## src/rtl/pix_ped_pkg.sv

```systemverilog
package pix_ped_pkg;

  typedef enum logic [1:0] {
    WID_ZERO  = 2'd0,
    WID_MSB   = 2'd1,
    WID_UND_A = 2'd2,
    WID_UND_B = 2'd3
  } widenMode_t;

  typedef struct packed {
    logic valid;
    logic sol;
    logic chromaOn;
  } pxStrobe_t;

endpackage

```

## src/rtl/pix_ped_ctrl.sv

```systemverilog
module pix_ped_ctrl
  import pix_ped_pkg::*;
#(
  parameter int PIX_W = 8,
  parameter int NCH   = 3
) (
  input  logic                       clk,
  input  logic                       rstN,
  input  logic                       frameStart,
  input  logic                       inValid,
  input  logic                       inSol,
  input  logic [NCH-1:0][PIX_W-1:0]  cfgPed,
  input  logic [1:0]                 cfgMode,
  input  logic                       cfgFmt422,
  output logic [NCH-1:0][PIX_W-1:0]  actPed,
  output widenMode_t                 actMode,
  output pxStrobe_t                  stb0,
  output pxStrobe_t                  stb1,
  output logic                       outValid,
  output logic                       outSol
);

  logic act422;
  logic phaseOdd;

  always_comb begin
    stb0.valid    = inValid;
    stb0.sol      = inSol;
    stb0.chromaOn = !act422 || inSol || !phaseOdd;
  end

  always_ff @(posedge clk) begin
    if (!rstN) begin
      actPed   <= '0;
      actMode  <= WID_ZERO;
      act422   <= 1'b0;
      phaseOdd <= 1'b0;
      stb1     <= '0;
      outValid <= 1'b0;
      outSol   <= 1'b0;
    end else begin
      if (frameStart) begin
        actPed  <= cfgPed;
        actMode <= widenMode_t'(cfgMode);
        act422  <= cfgFmt422;
      end
      if (inValid) begin
        phaseOdd <= inSol ? 1'b1 : !phaseOdd;
      end
      stb1     <= stb0;
      outValid <= stb1.valid;
      outSol   <= stb1.valid && stb1.sol;
    end
  end

  AST_CFG_HOLD: assert property (@(posedge clk) disable iff (!rstN)
    !frameStart |=> ($stable(actPed) && $stable(actMode) && $stable(act422)));

  AST_CFG_LOAD: assert property (@(posedge clk) disable iff (!rstN)
    frameStart |=> (actPed == $past(cfgPed)));

  AST_CHROMA_ALT: assert property (@(posedge clk) disable iff (!rstN)
    (inValid && act422 && stb0.chromaOn && !frameStart) ##1 (inValid && !inSol)
      |-> !stb0.chromaOn);

endmodule

```

## src/rtl/pix_ped_datapath.sv

```systemverilog
module pix_ped_datapath
  import pix_ped_pkg::*;
#(
  parameter int PIX_W = 8,
  parameter int NCH   = 3
) (
  input  logic                       clk,
  input  logic                       rstN,
  input  logic [NCH-1:0][PIX_W-1:0]  inPix,
  input  logic [NCH-1:0][PIX_W-1:0]  actPed,
  input  widenMode_t                 actMode,
  input  pxStrobe_t                  stb0,
  input  pxStrobe_t                  stb1,
  output logic [NCH-1:0][PIX_W:0]    outPix
);

  localparam int SUM_W = PIX_W + 2;

  widenMode_t s1Mode;

  always_ff @(posedge clk) begin
    if (!rstN) begin
      s1Mode <= WID_ZERO;
    end else if (stb0.valid) begin
      s1Mode <= actMode;
    end
  end

  for (genvar c = 0; c < NCH; c++) begin : g_ch
    logic                    applyPed;
    logic signed [SUM_W-1:0] sum;
    logic [PIX_W-1:0]        satVal;
    logic [PIX_W-1:0]        s1Val;
    logic                    hist;
    logic [PIX_W:0]          wideVal;
    logic [PIX_W:0]          outVal;

    if (c == 0) begin : g_luma
      assign applyPed = 1'b1;
    end else begin : g_chroma
      assign applyPed = stb0.chromaOn;
    end

    always_comb begin
      sum = $signed({2'b00, inPix[c]});
      if (applyPed) begin
        sum = sum + $signed({{2{actPed[c][PIX_W-1]}}, actPed[c]});
      end
      if (sum[SUM_W-1]) begin
        satVal = '0;
      end else if (sum[SUM_W-2]) begin
        satVal = '1;
      end else begin
        satVal = sum[PIX_W-1:0];
      end
    end

    always_comb begin
      case (s1Mode)
        WID_ZERO: wideVal = {s1Val, 1'b0};
        WID_MSB:  wideVal = {s1Val, s1Val[PIX_W-1]};
        default:  wideVal = {s1Val, (stb1.sol ? 1'b0 : hist) ^ s1Val[0]};
      endcase
    end

    always_ff @(posedge clk) begin
      if (!rstN) begin
        s1Val  <= '0;
        hist   <= 1'b0;
        outVal <= '0;
      end else begin
        if (stb0.valid) begin
          s1Val <= satVal;
        end
        if (stb1.valid) begin
          outVal <= wideVal;
          hist   <= s1Val[0];
        end
      end
    end

    assign outPix[c] = outVal;

    AST_ZERO_FILL: assert property (@(posedge clk) disable iff (!rstN)
      (stb1.valid && s1Mode == WID_ZERO) |=> (outVal[0] == 1'b0));

    AST_MSB_FILL: assert property (@(posedge clk) disable iff (!rstN)
      (stb1.valid && s1Mode == WID_MSB) |=> (outVal[0] == outVal[PIX_W]));

    AST_LINE_UNDITHER: assert property (@(posedge clk) disable iff (!rstN)
      (stb1.valid && stb1.sol && s1Mode[1]) |=> (outVal[0] == outVal[1]));

    AST_ZERO_PED: assert property (@(posedge clk) disable iff (!rstN)
      (stb0.valid && actPed[c] == '0) |=> (s1Val == $past(inPix[c])));
  end

endmodule

```

## src/rtl/pix_ped_widen.sv

```systemverilog
module pix_ped_widen
  import pix_ped_pkg::*;
#(
  parameter int PIX_W = 8
) (
  input  logic             clk,
  input  logic             rstN,
  input  logic             frameStart,
  input  logic             inValid,
  input  logic             inSol,
  input  logic [PIX_W-1:0] inUp,
  input  logic [PIX_W-1:0] inMid,
  input  logic [PIX_W-1:0] inLow,
  input  logic [PIX_W-1:0] pedUp,
  input  logic [PIX_W-1:0] pedMid,
  input  logic [PIX_W-1:0] pedLow,
  input  logic [1:0]       cfgMode,
  input  logic             cfgFmt422,
  output logic             outValid,
  output logic             outSol,
  output logic [PIX_W:0]   outUp,
  output logic [PIX_W:0]   outMid,
  output logic [PIX_W:0]   outLow
);

  localparam int NCH = 3;

  logic [NCH-1:0][PIX_W-1:0] inPix;
  logic [NCH-1:0][PIX_W-1:0] cfgPed;
  logic [NCH-1:0][PIX_W-1:0] actPed;
  logic [NCH-1:0][PIX_W:0]   outPix;
  widenMode_t                actMode;
  pxStrobe_t                 stb0;
  pxStrobe_t                 stb1;

  assign inPix  = {inLow, inMid, inUp};
  assign cfgPed = {pedLow, pedMid, pedUp};

  pix_ped_ctrl #(.PIX_W(PIX_W), .NCH(NCH)) u_ctrl (
    .clk(clk), .rstN(rstN), .frameStart(frameStart),
    .inValid(inValid), .inSol(inSol),
    .cfgPed(cfgPed), .cfgMode(cfgMode), .cfgFmt422(cfgFmt422),
    .actPed(actPed), .actMode(actMode),
    .stb0(stb0), .stb1(stb1),
    .outValid(outValid), .outSol(outSol)
  );

  pix_ped_datapath #(.PIX_W(PIX_W), .NCH(NCH)) u_dp (
    .clk(clk), .rstN(rstN), .inPix(inPix),
    .actPed(actPed), .actMode(actMode),
    .stb0(stb0), .stb1(stb1), .outPix(outPix)
  );

  assign outUp  = outPix[0];
  assign outMid = outPix[1];
  assign outLow = outPix[2];

  AST_LATENCY_ON: assert property (@(posedge clk) disable iff (!rstN)
    inValid |-> ##2 outValid);

  AST_LATENCY_OFF: assert property (@(posedge clk) disable iff (!rstN)
    !inValid |-> ##2 !outValid);

endmodule

```

## config.mk

```make
export PLATFORM = sky130hd
export DESIGN_NAME = pix_ped_widen
export DESIGN_NICKNAME = d
export VERILOG_FILES = /design/src/rtl/pix_ped_pkg.sv /design/src/rtl/pix_ped_ctrl.sv /design/src/rtl/pix_ped_datapath.sv /design/src/rtl/pix_ped_widen.sv
export SDC_FILE = /design/constraint.sdc
export NUM_CORES = 1
export LEC_CHECK = 0
export BUFFER_PORTS_ARGS = -buffer_cell sky130_fd_sc_hd__buf_4
export CAP_MARGIN = 20
export CORE_MARGIN = 10
export CORE_UTILIZATION = 56
export CTS_CLUSTER_SIZE = 12
export DETAILED_ROUTE_END_ITERATION = 12
export PLACE_DENSITY = 0.86
export SYNTH_ARGS = -nofsm -noshare
export SYNTH_HDL_FRONTEND = slang
export SYNTH_HIERARCHICAL = 1
export SYNTH_SLANG_ARGS = --single-unit
```

## constraint.sdc

```tcl
create_clock -name clk -period 3 [get_ports clk]
set_input_delay 0.15 -clock clk [delete_from_list [all_inputs] [get_ports clk]]
set_output_delay 0.15 -clock clk [all_outputs]
set_load 0.02 [all_outputs]
```

* Word-level counts from Yosys, hierarchy flattened
Cells that the tools add are included.
Word-level totals: input bits 56, word-level logic and storage cells 48, register bits after elaboration 88
Cells by class: reduce and logical (&&, ||, !) cells 6, equality and inequality tests 1, add/sub/neg operators 3, multiplexer cells 15, bitwise logic cells 3
Operator list (count):
- 8-bit two-way mux | 6
- 9-bit by 8-bit adder with 10-bit output | 3
- 10-bit two-way mux | 2
- 1-bit one-hot mux with 2 select lines | 3
- 1-bit two-way mux | 4
- 1-bit XOR | 3
- 2-bit by 1-bit equality test with 1-bit output, second input constant | 1
- 1-bit zero test | 2
- 2-bit zero test | 1
- 1-bit logical OR | 2
- 1-bit logical AND | 1

* Logic depth before layout (Yosys ltp)
Gate-level depths: netlist of run 1.
depth after elaboration 6, depth in mapped cells 8

* Hierarchy
The synthesis of run 1 kept the hierarchy.
By module, submodules not included:
- pix_ped_datapath | area an instance 3410.8 um^2, cells an instance 388, times used 1
- pix_ped_ctrl | area an instance 1231.2 um^2, cells an instance 104, times used 1

* Least setup slack after synthesis of run 1
Ideal clock, no wire load.
path kind register to register, start point reg u_ctrl/actPed[16] (netlist bit), end point reg u_dp.g_ch[2].s1Val[6], data required time 2.883 ns, arrival time 2.018 ns, cell stages (with the launch flop) 9, buffers on the path 0, path slack 0.865 ns, path through dfxtp_1 > ha_1 > fa_1 > a211oi_1 > nor3_1 > nor4_1 > a211o_1 > a31oi_1 > a22o_1
Between the ends: cells in the longest elaborated chain, start to end 4
RTL lines:
- start: declaration | RTL line pix_ped_ctrl.sv:15 | output logic [NCH-1:0][PIX_W-1:0] actPed,
- start signal: assignment | RTL line pix_ped_ctrl.sv:43 | actPed <= cfgPed;
- 9-bit by 8-bit adder with 10-bit output * | RTL line pix_ped_datapath.sv:47 | sum = sum + $signed({{2{actPed[c][PIX_W-1]}}, actPed[c]});
- 10-bit two-way mux * | RTL line pix_ped_datapath.sv:46 | if (applyPed) begin
- 8-bit two-way mux | RTL line pix_ped_datapath.sv:51 | end else if (sum[SUM_W-2]) begin
- 8-bit two-way mux * | RTL line pix_ped_datapath.sv:49 | if (sum[SUM_W-1]) begin
- end signal: assignment | RTL line pix_ped_datapath.sv:73 | s1Val <= satVal;
- end: declaration | RTL line pix_ped_datapath.sv:33 | logic [PIX_W-1:0] s1Val;
Every way passes the cells marked *; elsewhere a longest branch is shown, timed or not. A chain may end at the register's enable or synchronous reset.

* Worst setup path after layout of run 1
start point reg u_ctrl/actPed[0] (netlist bit), end point reg u_dp.g_ch[0].s1Val[5]
Between the ends: cells in the longest elaborated chain, start to end 3
RTL lines (RTL line):
- 9-bit by 8-bit adder with 10-bit output * | pix_ped_datapath.sv:47
- 8-bit two-way mux | pix_ped_datapath.sv:51
- 8-bit two-way mux * | pix_ped_datapath.sv:49
- end signal: assignment | pix_ped_datapath.sv:73
- end: declaration | pix_ped_datapath.sv:33
Marked as above.

==> impl_metrics.py, run 1 <==
metrics = {
    "run_status": {
        "status": "finished, final reports clean",
    },
    "logic_synthesis": {
        "netlist_area_um2": 4610,
        "ys_warn_count": 6,
        "syn_inst": 489,
        "synth_nets": 575,
        "avgSynthCellArea_um2": 9.42,
    },
    "clock_network": {
        "holdBufCountCts": 0,
        "cts_buffers": 9,
        "h-tree-depth": 3,
        "worst_skew_pair.late_latency_ps": 340,
        "cts_setup_buffers": 0,
        "cts_tree": "yes",
        "clockRootBuffer": "clkbuf_8",
        "cts_sinks": 85,
        "cts.clk_slew.worst_paths_ps": 80,
        "cts_buffer_depth": 2,
        "cts-resized-gates": 0,
    },
    "sta": {
        "hold_viol_final": 0,
        "timing.hold.ws_ps": 46.3,
        "setup_viol": 0,
        "timing.final.crit_share_pct": 79.2,
        "setup-tns-final_ps": 0,
        "worst_pin_slew_ps": 892,
        "drv_slew": 0,
        "max_freq_mhz": 421,
        "rsz0062_at_grt": "no",
        "slew_headroom_pct": 40.5,
        "fin_skew_ps": 15.3,
        "finalCriticalPeriod_ps": 2380,
        "fin_ws_ps": 623,
    },
    "global_route": {
        "grt_pass1_wl_mm": 18.0,
        "gr-total-overflow": 0,
        "grt_pass1_vias": 3691,
        "antenna_found_initial": 0,
        "grt_usage_pct": 17.1,
        "grt_max_degree": 67,
    },
    "finish": {
        "n_antenna_cell": 0,
        "seq_area_um2": 1700,
        "drive_gt1_share_pct": 18.1,
        "postLayoutCellArea_um2": 5430,
        "area_growth_pct": 17.7,
        "nFillCells": 679,
        "multi_input_area_um2": 2710,
        "fin_nets": 647,
    },
    "placed_design": {
        "dpl.hpwl_mm": 8.02,
        "dpl_cell_area_um2": 5230,
        "portBuffers": 84,
        "dp_slack_ps": 665,
        "routabilityCongestion": 0.928,
    },
    "critical_path": {
        "slowest_delay_ps": 410,
        "crit_buf_inv": 0,
        "reg2reg_from": "u_ctrl/actPed[0]",
        "critical_path_class": "flip-flop to flip-flop",
        "cp-startpoint": "u_ctrl/actPed[0]",
        "endpoint_kind": "flip-flop",
        "crit_family": "compound AO/OA/AOI/OAI gates",
        "cp_cell_sequence": "ha_1 > fa_1 > a21oi_1 > o22ai_1 > o41ai_1 > xnor2_1 > o21ai_0 > a21boi_0",
        "cp_slowest_cell": "fa_1",
        "arrival_ps": 2640,
        "crit_fanout": 7,
        "start_kind": "flip-flop",
        "cp.required_ps": 3260,
    },
    "detailed_routing": {
        "ant_nets": 0,
        "finalWirelength_mm": 10.7,
        "viasPerCell": 5.63,
        "wire_per_inst_um": 15.9,
        "drtIter0Drc": 187,
        "firstDrtPassIters": 4,
        "vias": 3771,
        "drc_errors": 0,
    },
    "pwr": {
        "power_leakage_nw": 2.39,
        "ir_drop_v": 0.000213,
        "power.density_nw_per_um2": 474,
    },
    "die": {
        "dieArea_um2": 12300,
        "row_count": 33,
        "start_util_pct": 56.9,
        "die_h_um": 111,
        "core_area_um2": 8090,
        "die_x_um": 111,
        "num_io_pins": 85,
    },
    "job": {
        "maxCapViolCount": 0,
    },
    "worst_hold_path": {
        "hp-class": "input port to flip-flop",
        "worstHoldStart": "inSol",
    },
}
[per-stage QoR]
stage | util (%) | instances | power, mW
6_report | 67.0 | 670 | 2.57
5_1_grt | 67.0 | 670 | 2.72
4_1_cts | 67.0 | 670 | 2.59
3_5_place_dp | 64.7 | 655 | 1.80
3_3_place_gp | 64.7 | 655 | 1.78
2_1_floorplan | - | 489 | 1.64
[routing by layer]
metal / vias to the layer above / GRT usage, % / wire, um
li1: 1902 / - / -
met1: 1743 / 22.0 / 4920
met2: 112 / 27.7 / 5100
met3: 14 / 4.27 / 530
met4: 0 / 4.51 / 125
met5: - / 0 / 0
[placed cells by master, fill, tap and decap left out, types with 6 or more instances in the layout]
cell type / instances
xor2_1: 7
nor3_1: 8
dfxtp_1: 84
nand2b_1: 8
nor2_1: 27
a21o_1: 6
a21oi_1: 16
buf_4: 86
a311oi_1: 6
nand3_1: 8
clkbuf_8: 10
nand2_1: 23
nor2b_1: 56
a31oi_1: 9
o21ai_0: 22
mux2i_1: 56
o211ai_1: 7
xnor2_1: 13
ha_1: 27
a22o_1: 8
o21bai_1: 7
inv_1: 13
[worst paths after layout]
kind              cells after the start  slack (ps)               endpoint
setup / recovery                      8         620  u_dp/g_ch[0].s1Val[5]
hold / removal                        2          50         u_ctrl/stb1[1]
setup reg to reg                      8         620  u_dp/g_ch[0].s1Val[5]
hold reg to reg                       2         460  u_dp/g_ch[0].s1Val[3]
[where the power goes]
group	switching, mW	total (mW)	internal (mW)
Clock	0.382	0.788	0.406
Combinational	0.261	0.519	0.258
Sequential	0.0634	1.27	1.20
Total	0.707	2.57	1.87
[sequential cells by signal (all words and copies together), names as in the netlist]
register	cells
u_dp/s1Mode	2
u_dp/g_ch.outVal	27
u_ctrl/act422	1
u_ctrl/phaseOdd	1
u_ctrl/actMode	2
u_ctrl/stb1	2
u_ctrl/outValid	1
u_dp/g_ch.s1Val	24
u_ctrl/outSol	1
u_ctrl/actPed	24
[final cells by class]
cell class                      instances  area share (%)
Timing Repair Buffer                   86            11.9
Multi-Input combinational cell        366            49.9
Clock inverter                          3           0.853
Sequential cell                        85            31.4
Inverter                               13           0.899
Clock buffer                           12            2.68
Tap cell                              105            2.42
Power figures use the tool's default switching activity.
==> run 2, diff against run 1 <==
--- a/config.mk
+++ b/config.mk
@@ -5,13 +5,14 @@
 export SDC_FILE = /design/constraint.sdc
 export NUM_CORES = 1
 export LEC_CHECK = 0
+export ABC_AREA = 1
 export BUFFER_PORTS_ARGS = -buffer_cell sky130_fd_sc_hd__buf_4
 export CAP_MARGIN = 20
 export CORE_MARGIN = 10
-export CORE_UTILIZATION = 56
+export CORE_UTILIZATION = 51
 export CTS_CLUSTER_SIZE = 12
 export DETAILED_ROUTE_END_ITERATION = 12
-export PLACE_DENSITY = 0.86
+export PLACE_DENSITY = 0.83
 export SYNTH_ARGS = -nofsm -noshare
 export SYNTH_HDL_FRONTEND = slang
 export SYNTH_HIERARCHICAL = 1
==> constraint.sdc (replaced) <==
create_clock -name clk -period 1.98 [get_ports clk]
set_input_delay 0.099 -clock clk [delete_from_list [all_inputs] [get_ports clk]]
set_output_delay 0.099 -clock clk [all_outputs]
set_load 0.02 [all_outputs]
==> impl_metrics.py, run 2 <==
metrics = {
    "global_route": {
        "grt_max_degree": 41,
        "grt_usage_pct": 19.9,
        "antenna_found_initial": 0,
        "grt_pass1_wl_mm": 22.1,
        "grt_pass1_vias": 4790,
        "gr-total-overflow": 0,
    },
    "run_status": {
        "status": "finished, final reports clean",
    },
    "clock_network": {
        "cts_sinks": 85,
        "h-tree-depth": 3,
        "clockRootBuffer": "clkbuf_8",
        "cts_tree": "yes",
        "cts_buffer_depth": 2,
        "cts.clk_slew.worst_paths_ps": 100,
        "worst_skew_pair.late_latency_ps": 360,
        "cts_buffers": 9,
    },
    "logic_synthesis": {
        "netlist_area_um2": 4820,
        "ys_warn_count": 6,
        "syn_inst": 698,
        "avgSynthCellArea_um2": 6.91,
        "synth_nets": 784,
    },
    "finish": {
        "largest_register_ffs": 27,
        "multi_input_area_um2": 2750,
        "seq_area_um2": 1700,
        "nFillCells": 781,
        "final_common_cell": "nand2_1",
        "n_antenna_cell": 0,
        "fin_nets": 887,
        "area_growth_pct": 25.0,
        "final_cells": 935,
        "layout_common_cells": "144 x nand2_1, 123 x nor2_1, 94 x buf_4, 84 x dfxtp_1, 62 x inv_1",
        "regMostFlops": "u_dp/g_ch.outVal",
        "postLayoutCellArea_um2": 6030,
        "largestRegisters": "u_dp/g_ch.outVal (27), u_ctrl/actPed (24), u_dp/g_ch.s1Val (24)",
        "drive_gt1_share_pct": 20.1,
    },
    "critical_path": {
        "rr_worst_depth": 11,
        "crit_family": "simple AND/OR/NAND/NOR gates",
        "crit_top_cell": "nand3_2",
        "r2r_slack_ps": 80,
        "start_kind": "flip-flop",
        "arrival_ps": 2190,
        "path_depth": 11,
        "cp_slowest_cell": "fa_2",
        "slowest_delay_ps": 380,
        "endpoint_kind": "flip-flop",
        "reg2reg_from": "u_ctrl/actPed[0]",
        "cp.required_ps": 2280,
        "cp-startpoint": "u_ctrl/actPed[0]",
        "crit_fanout": 8,
        "endpoint": "u_dp/g_ch[0].s1Val[6]",
        "cp_cell_sequence": "ha_2 > fa_2 > nand3_2 > nand3_2 > nand3b_1 > nand2_1 > nand2_2 > nand2_4 > nand3_1 > nand3_2 > a21oi_2",
        "r2r-end": "u_dp/g_ch[0].s1Val[6]",
        "crit_buf_inv": 0,
        "critical_path_class": "flip-flop to flip-flop",
    },
    "die": {
        "die_x_um": 117,
        "num_io_pins": 85,
        "row_count": 35,
        "start_util_pct": 52.2,
        "core_area_um2": 9240,
        "dieArea_um2": 13700,
        "die_h_um": 117,
    },
    "sta": {
        "timing.hold.ws_ps": 29.5,
        "fin_skew_ps": 11.1,
        "setup_viol": 0,
        "drv_slew": 0,
        "worst_pin_slew_ps": 743,
        "slew_headroom_pct": 50.4,
        "hold_viol_final": 0,
        "max_freq_mhz": 528,
        "timing.final.crit_share_pct": 95.7,
        "finalCriticalPeriod_ps": 1900,
    },
    "placed_design": {
        "routabilityCongestion": 0.965,
        "dpl_cell_area_um2": 5450,
        "portBuffers": 84,
        "dpl.hpwl_mm": 9.97,
        "dpl.cell_count": 890,
    },
    "detailed_routing": {
        "vias": 4997,
        "finalWirelength_mm": 13.8,
        "wire_per_inst_um": 14.7,
        "viasPerCell": 5.34,
        "drtIter0Drc": 412,
        "ant_nets": 0,
        "drc_errors": 0,
        "firstDrtPassIters": 6,
    },
    "pwr": {
        "power_leakage_nw": 2.91,
        "power.density_nw_per_um2": 693,
        "ir_drop_v": 0.000422,
    },
    "worst_hold_path": {
        "hp-class": "input port to flip-flop",
        "min_path_cells": 3,
    },
    "job": {
        "maxCapViolCount": 0,
    },
}
[run 2: cell types whose count changed in the layout (fill, tap and decap cells not counted), moves of 9 or more]
cell	before	now
a21oi_1	16	42
dlygate4sd3_1	0	27
inv_1	13	62
mux2i_1	56	0
nand2_1	23	144
nand3_1	8	61
nand3_2	0	13
nor2_1	27	123
nor2b_1	56	0
o21ai_0	22	54
xnor2_1	13	4
[run 2: cell type report]
class | instances | share of cell area (%)
inverter | 66 | 4.30
sequential | 85 | 28.2
timing repair buffer | 121 | 16.2
multi-input combinational | 518 | 45.6
tap | 129 | 2.68
clock inverter | 7 | 0.934
clock buffer | 9 | 2.05
[run 2: how the worst min path moves through the flow]
stage             start                to  slack [ps]
2_1_floorplan     inSol    u_ctrl/stb1[1]         190
3_3_place_gp      inSol    u_ctrl/stb1[1]         310
3_5_place_dp      inSol    u_ctrl/stb1[1]         310
4_1_cts        pedUp[0]  u_ctrl/actPed[0]           7
5_1_grt        pedUp[0]  u_ctrl/actPed[0]          20
6_report       pedUp[0]  u_ctrl/actPed[0]          30
[run 2: metrics by stage]
step / util (%) / worst slack, ps / power (mW) / TNS (ps)
after floorplan: - / 203 / 2.64 / 0
after global placement: 59.0 / 98.4 / 2.92 / 0
after detailed placement: 59.0 / 14.1 / 2.95 / 0
after CTS: 63.8 / 4.43 / 4.14 / 0
after global routing: 65.3 / -35.5 / 4.41 / -234
final: 65.3 / 84.6 / 4.18 / 0
[run 2: report_power, final]
group	total [mW]	internal, mW	switching (mW)
Sequential	1.92	1.84	0.0819
Clock	1.16	0.474	0.683
Combinational	1.10	0.454	0.648
[run 2: what timing repair did]
| action | CTS | global route |
|---|---|---|
| hold buffers | 26 | 1 |
| setup buffers | 0 | 2 |
| hold endpoints to repair | 26 | 1 |
| gates resized for setup | 2 | 26 |
| setup endpoints to repair | 3 | 24 |
| pin swaps | 1 | 8 |
[run 2: layer usage]
layer	vias to the layer above	global-route usage, %	routed length (um)
met1	2293	23.8	5940
li1	2471	-	-
met3	32	4.54	888
met5	-	0	0
met2	201	34.2	6580
met4	0	7.08	343
[run 2: worst reg2reg max path: cells and delay by family, from the launching register on]
| kind | cells | cell delay, ps |
|---|---|---|
| flip-flops | 1 | 330 |
| AND/OR/NAND/NOR | 8 | 750 |
| adder cells (fa/ha/maj) | 2 | 590 |
| AO/OA/AOI/OAI | 1 | 150 |
==> run 3, diff against run 2 <==
--- a/config.mk
+++ b/config.mk
@@ -6,6 +6,7 @@
 export NUM_CORES = 1
 export LEC_CHECK = 0
 export ABC_AREA = 1
+export ABC_CLOCK_PERIOD_IN_PS = 1980
 export BUFFER_PORTS_ARGS = -buffer_cell sky130_fd_sc_hd__buf_4
 export CAP_MARGIN = 20
 export CORE_MARGIN = 10
@@ -13,6 +14,7 @@
 export CTS_CLUSTER_SIZE = 12
 export DETAILED_ROUTE_END_ITERATION = 12
 export PLACE_DENSITY = 0.83
+export RECOVER_POWER = 50
 export SYNTH_ARGS = -nofsm -noshare
 export SYNTH_HDL_FRONTEND = slang
 export SYNTH_HIERARCHICAL = 1
==> impl_metrics.py, run 3 (same netlist as run 2, synthesis figures left out) <==
metrics = {
    "run_status": {
        "status": "finished, final reports clean",
    },
    "pwr": {
        "power.density_nw_per_um2": 699,
        "finalPower_mw": 4.15,
        "power_leakage_nw": 2.81,
        "ir_drop_v": 0.000417,
    },
    "sta": {
        "timing.final.crit_share_pct": 95.5,
        "drv_slew": 0,
        "max_freq_mhz": 529,
        "setup_viol": 0,
        "hold_viol_final": 0,
        "fin_skew_ps": 12.2,
        "slew_headroom_pct": 50.9,
        "finalCriticalPeriod_ps": 1890,
        "worst_pin_slew_ps": 735,
    },
    "global_route": {
        "grt_max_degree": 41,
        "grt_pass1_vias": 4790,
        "grt_usage_pct": 19.9,
        "antenna_found_initial": 0,
        "grt_pass1_wl_mm": 22.1,
        "gr-total-overflow": 0,
    },
    "detailed_routing": {
        "vias": 4974,
        "drtIter0Drc": 409,
        "wire_per_inst_um": 14.7,
        "ant_nets": 0,
        "viasPerCell": 5.32,
        "drc_errors": 0,
        "finalWirelength_mm": 13.7,
        "firstDrtPassIters": 6,
    },
    "finish": {
        "area_growth_pct": 23.0,
        "fin_nets": 887,
        "layout_common_cells": "144 x nand2_1, 126 x nor2_1, 84 x dfxtp_1, 62 x inv_1",
        "drive_gt1_share_pct": 16.9,
        "n_antenna_cell": 0,
        "final_common_cell": "nand2_1",
        "regMostFlops": "u_dp/g_ch.outVal",
        "nFillCells": 818,
        "final_cells": 935,
        "largest_register_ffs": 27,
        "largestRegisters": "u_dp/g_ch.outVal (27), u_ctrl/actPed (24), u_dp/g_ch.s1Val (24)",
    },
    "critical_path": {
        "cp.required_ps": 2280,
        "cp-startpoint": "u_ctrl/actPed[0]",
        "cp_slowest_cell": "fa_2",
        "critical_path_class": "flip-flop to flip-flop",
        "start_kind": "flip-flop",
        "arrival_ps": 2190,
        "crit_fanout": 8,
        "reg2reg_from": "u_ctrl/actPed[0]",
        "crit_top_cell": "nand3_2",
        "crit_family": "simple AND/OR/NAND/NOR gates",
        "crit_buf_inv": 0,
        "slowest_delay_ps": 380,
        "cp_cell_sequence": "ha_2 > fa_2 > nand3_2 > nand3_2 > nand3b_1 > nand2_1 > nand2_2 > nand2_4 > nand3_1 > nand3_2 > a21oi_2",
        "endpoint_kind": "flip-flop",
    },
    "placed_design": {
        "routabilityCongestion": 0.965,
        "portBuffers": 84,
        "dpl.cell_count": 890,
        "dpl.hpwl_mm": 9.97,
    },
    "job": {
        "maxCapViolCount": 0,
    },
    "worst_hold_path": {
        "hp-class": "input port to flip-flop",
        "worstHoldStart": "pedUp[0]",
    },
    "clock_network": {
        "cts_buffer_depth": 2,
        "cts_buffers": 9,
        "cts_sinks": 85,
        "clockRootBuffer": "clkbuf_8",
        "cts.clk_slew.worst_paths_ps": 100,
        "cts_tree": "yes",
        "worst_skew_pair.late_latency_ps": 360,
        "h-tree-depth": 3,
    },
    "die": {
        "num_io_pins": 85,
        "die_h_um": 117,
        "dieArea_um2": 13700,
        "start_util_pct": 52.2,
        "core_area_um2": 9240,
        "die_x_um": 117,
        "row_count": 35,
    },
}
## run 3: cell types whose count changed in the layout (fill, tap and decap cells not counted)
cell	previous run	this run
buf_4	94	61
clkbuf_2	0	1
nor2_1	123	126
nor2_2	4	1
clkbuf_1	0	23
clkbuf_4	0	9
## run 3: path summary, 6_finish.rpt
kind,to,slack (ps),cells after the start
setup / recovery,u_dp/g_ch[0].s1Val[6],90,11
hold reg to reg,u_dp/g_ch[0].outVal[8],470,2
hold / removal,u_ctrl/actPed[0],30,3
setup reg to reg,u_dp/g_ch[0].s1Val[6],90,11
## run 3: where the power goes
| part | total [mW] | internal, mW | leakage (nW) | switching [mW] |
|---|---|---|---|---|
| Clock | 1.15 | 0.474 | 0.0959 | 0.681 |
| Combinational | 1.08 | 0.431 | 2.02 | 0.647 |
| Sequential | 1.92 | 1.84 | 0.702 | 0.0809 |
| Total | 4.15 | 2.74 | 2.81 | 1.41 |
## run 3: final cells by class
class,count,area [um^2],area share [%]
Clock buffer,9,124,2.09
Clock inverter,7,56.3,0.949
Sequential cell,85,1700,28.7
Inverter,66,259,4.37
Multi-Input combinational cell,518,2740,46.2
Tap cell,129,161,2.72
Timing Repair Buffer,121,887,15.0
## run 3: per-stage QoR
stage / worst slack (ps) / TNS [ps] / util (%) / hold WS [ps] / area (um^2)
floorplan: 203 / 0 / - / 192 / 4820
global placement: 98.4 / 0 / 59.0 / 311 / 5450
detailed placement: 14.1 / 0 / 59.0 / 314 / 5450
CTS: 4.43 / 0 / 63.8 / 7.34 / 5900
global route: -35.5 / -234 / 64.2 / 18.1 / 5930
finish: 89.1 / 0 / 64.2 / 32.6 / 5930
## run 3: what timing repair did
action | in CTS | in global routing
pin swaps | 1 | 8
gates resized for setup | 2 | 26
endpoints found under the hold margin | 26 | 1
setup endpoints to repair | 3 | 24
buffers inserted | 0 | 2
hold buffers | 26 | 1
## run 3: layer usage
| metal | part of all wire, % | GRT usage (%) | routed length, um |
|---|---|---|---|
| met1 | 44 | 23.8 | 5970 |
| met2 | 48 | 34.2 | 6520 |
| met3 | 6.3 | 4.54 | 866 |
| met4 | 2.5 | 7.08 | 343 |
| met5 | 0 | 0 | 0 |
## run 3: worst reg2reg max path, stage by stage (launching register included)
cell and delay (ps):
dfxtp_1 330, ha_2 210, fa_2 380, nand3_2 110, nand3_2 100, nand3b_1 120, nand2_1 80, nand2_2 80
nand2_4 80, nand3_1 100, nand3_2 80, a21oi_2 150
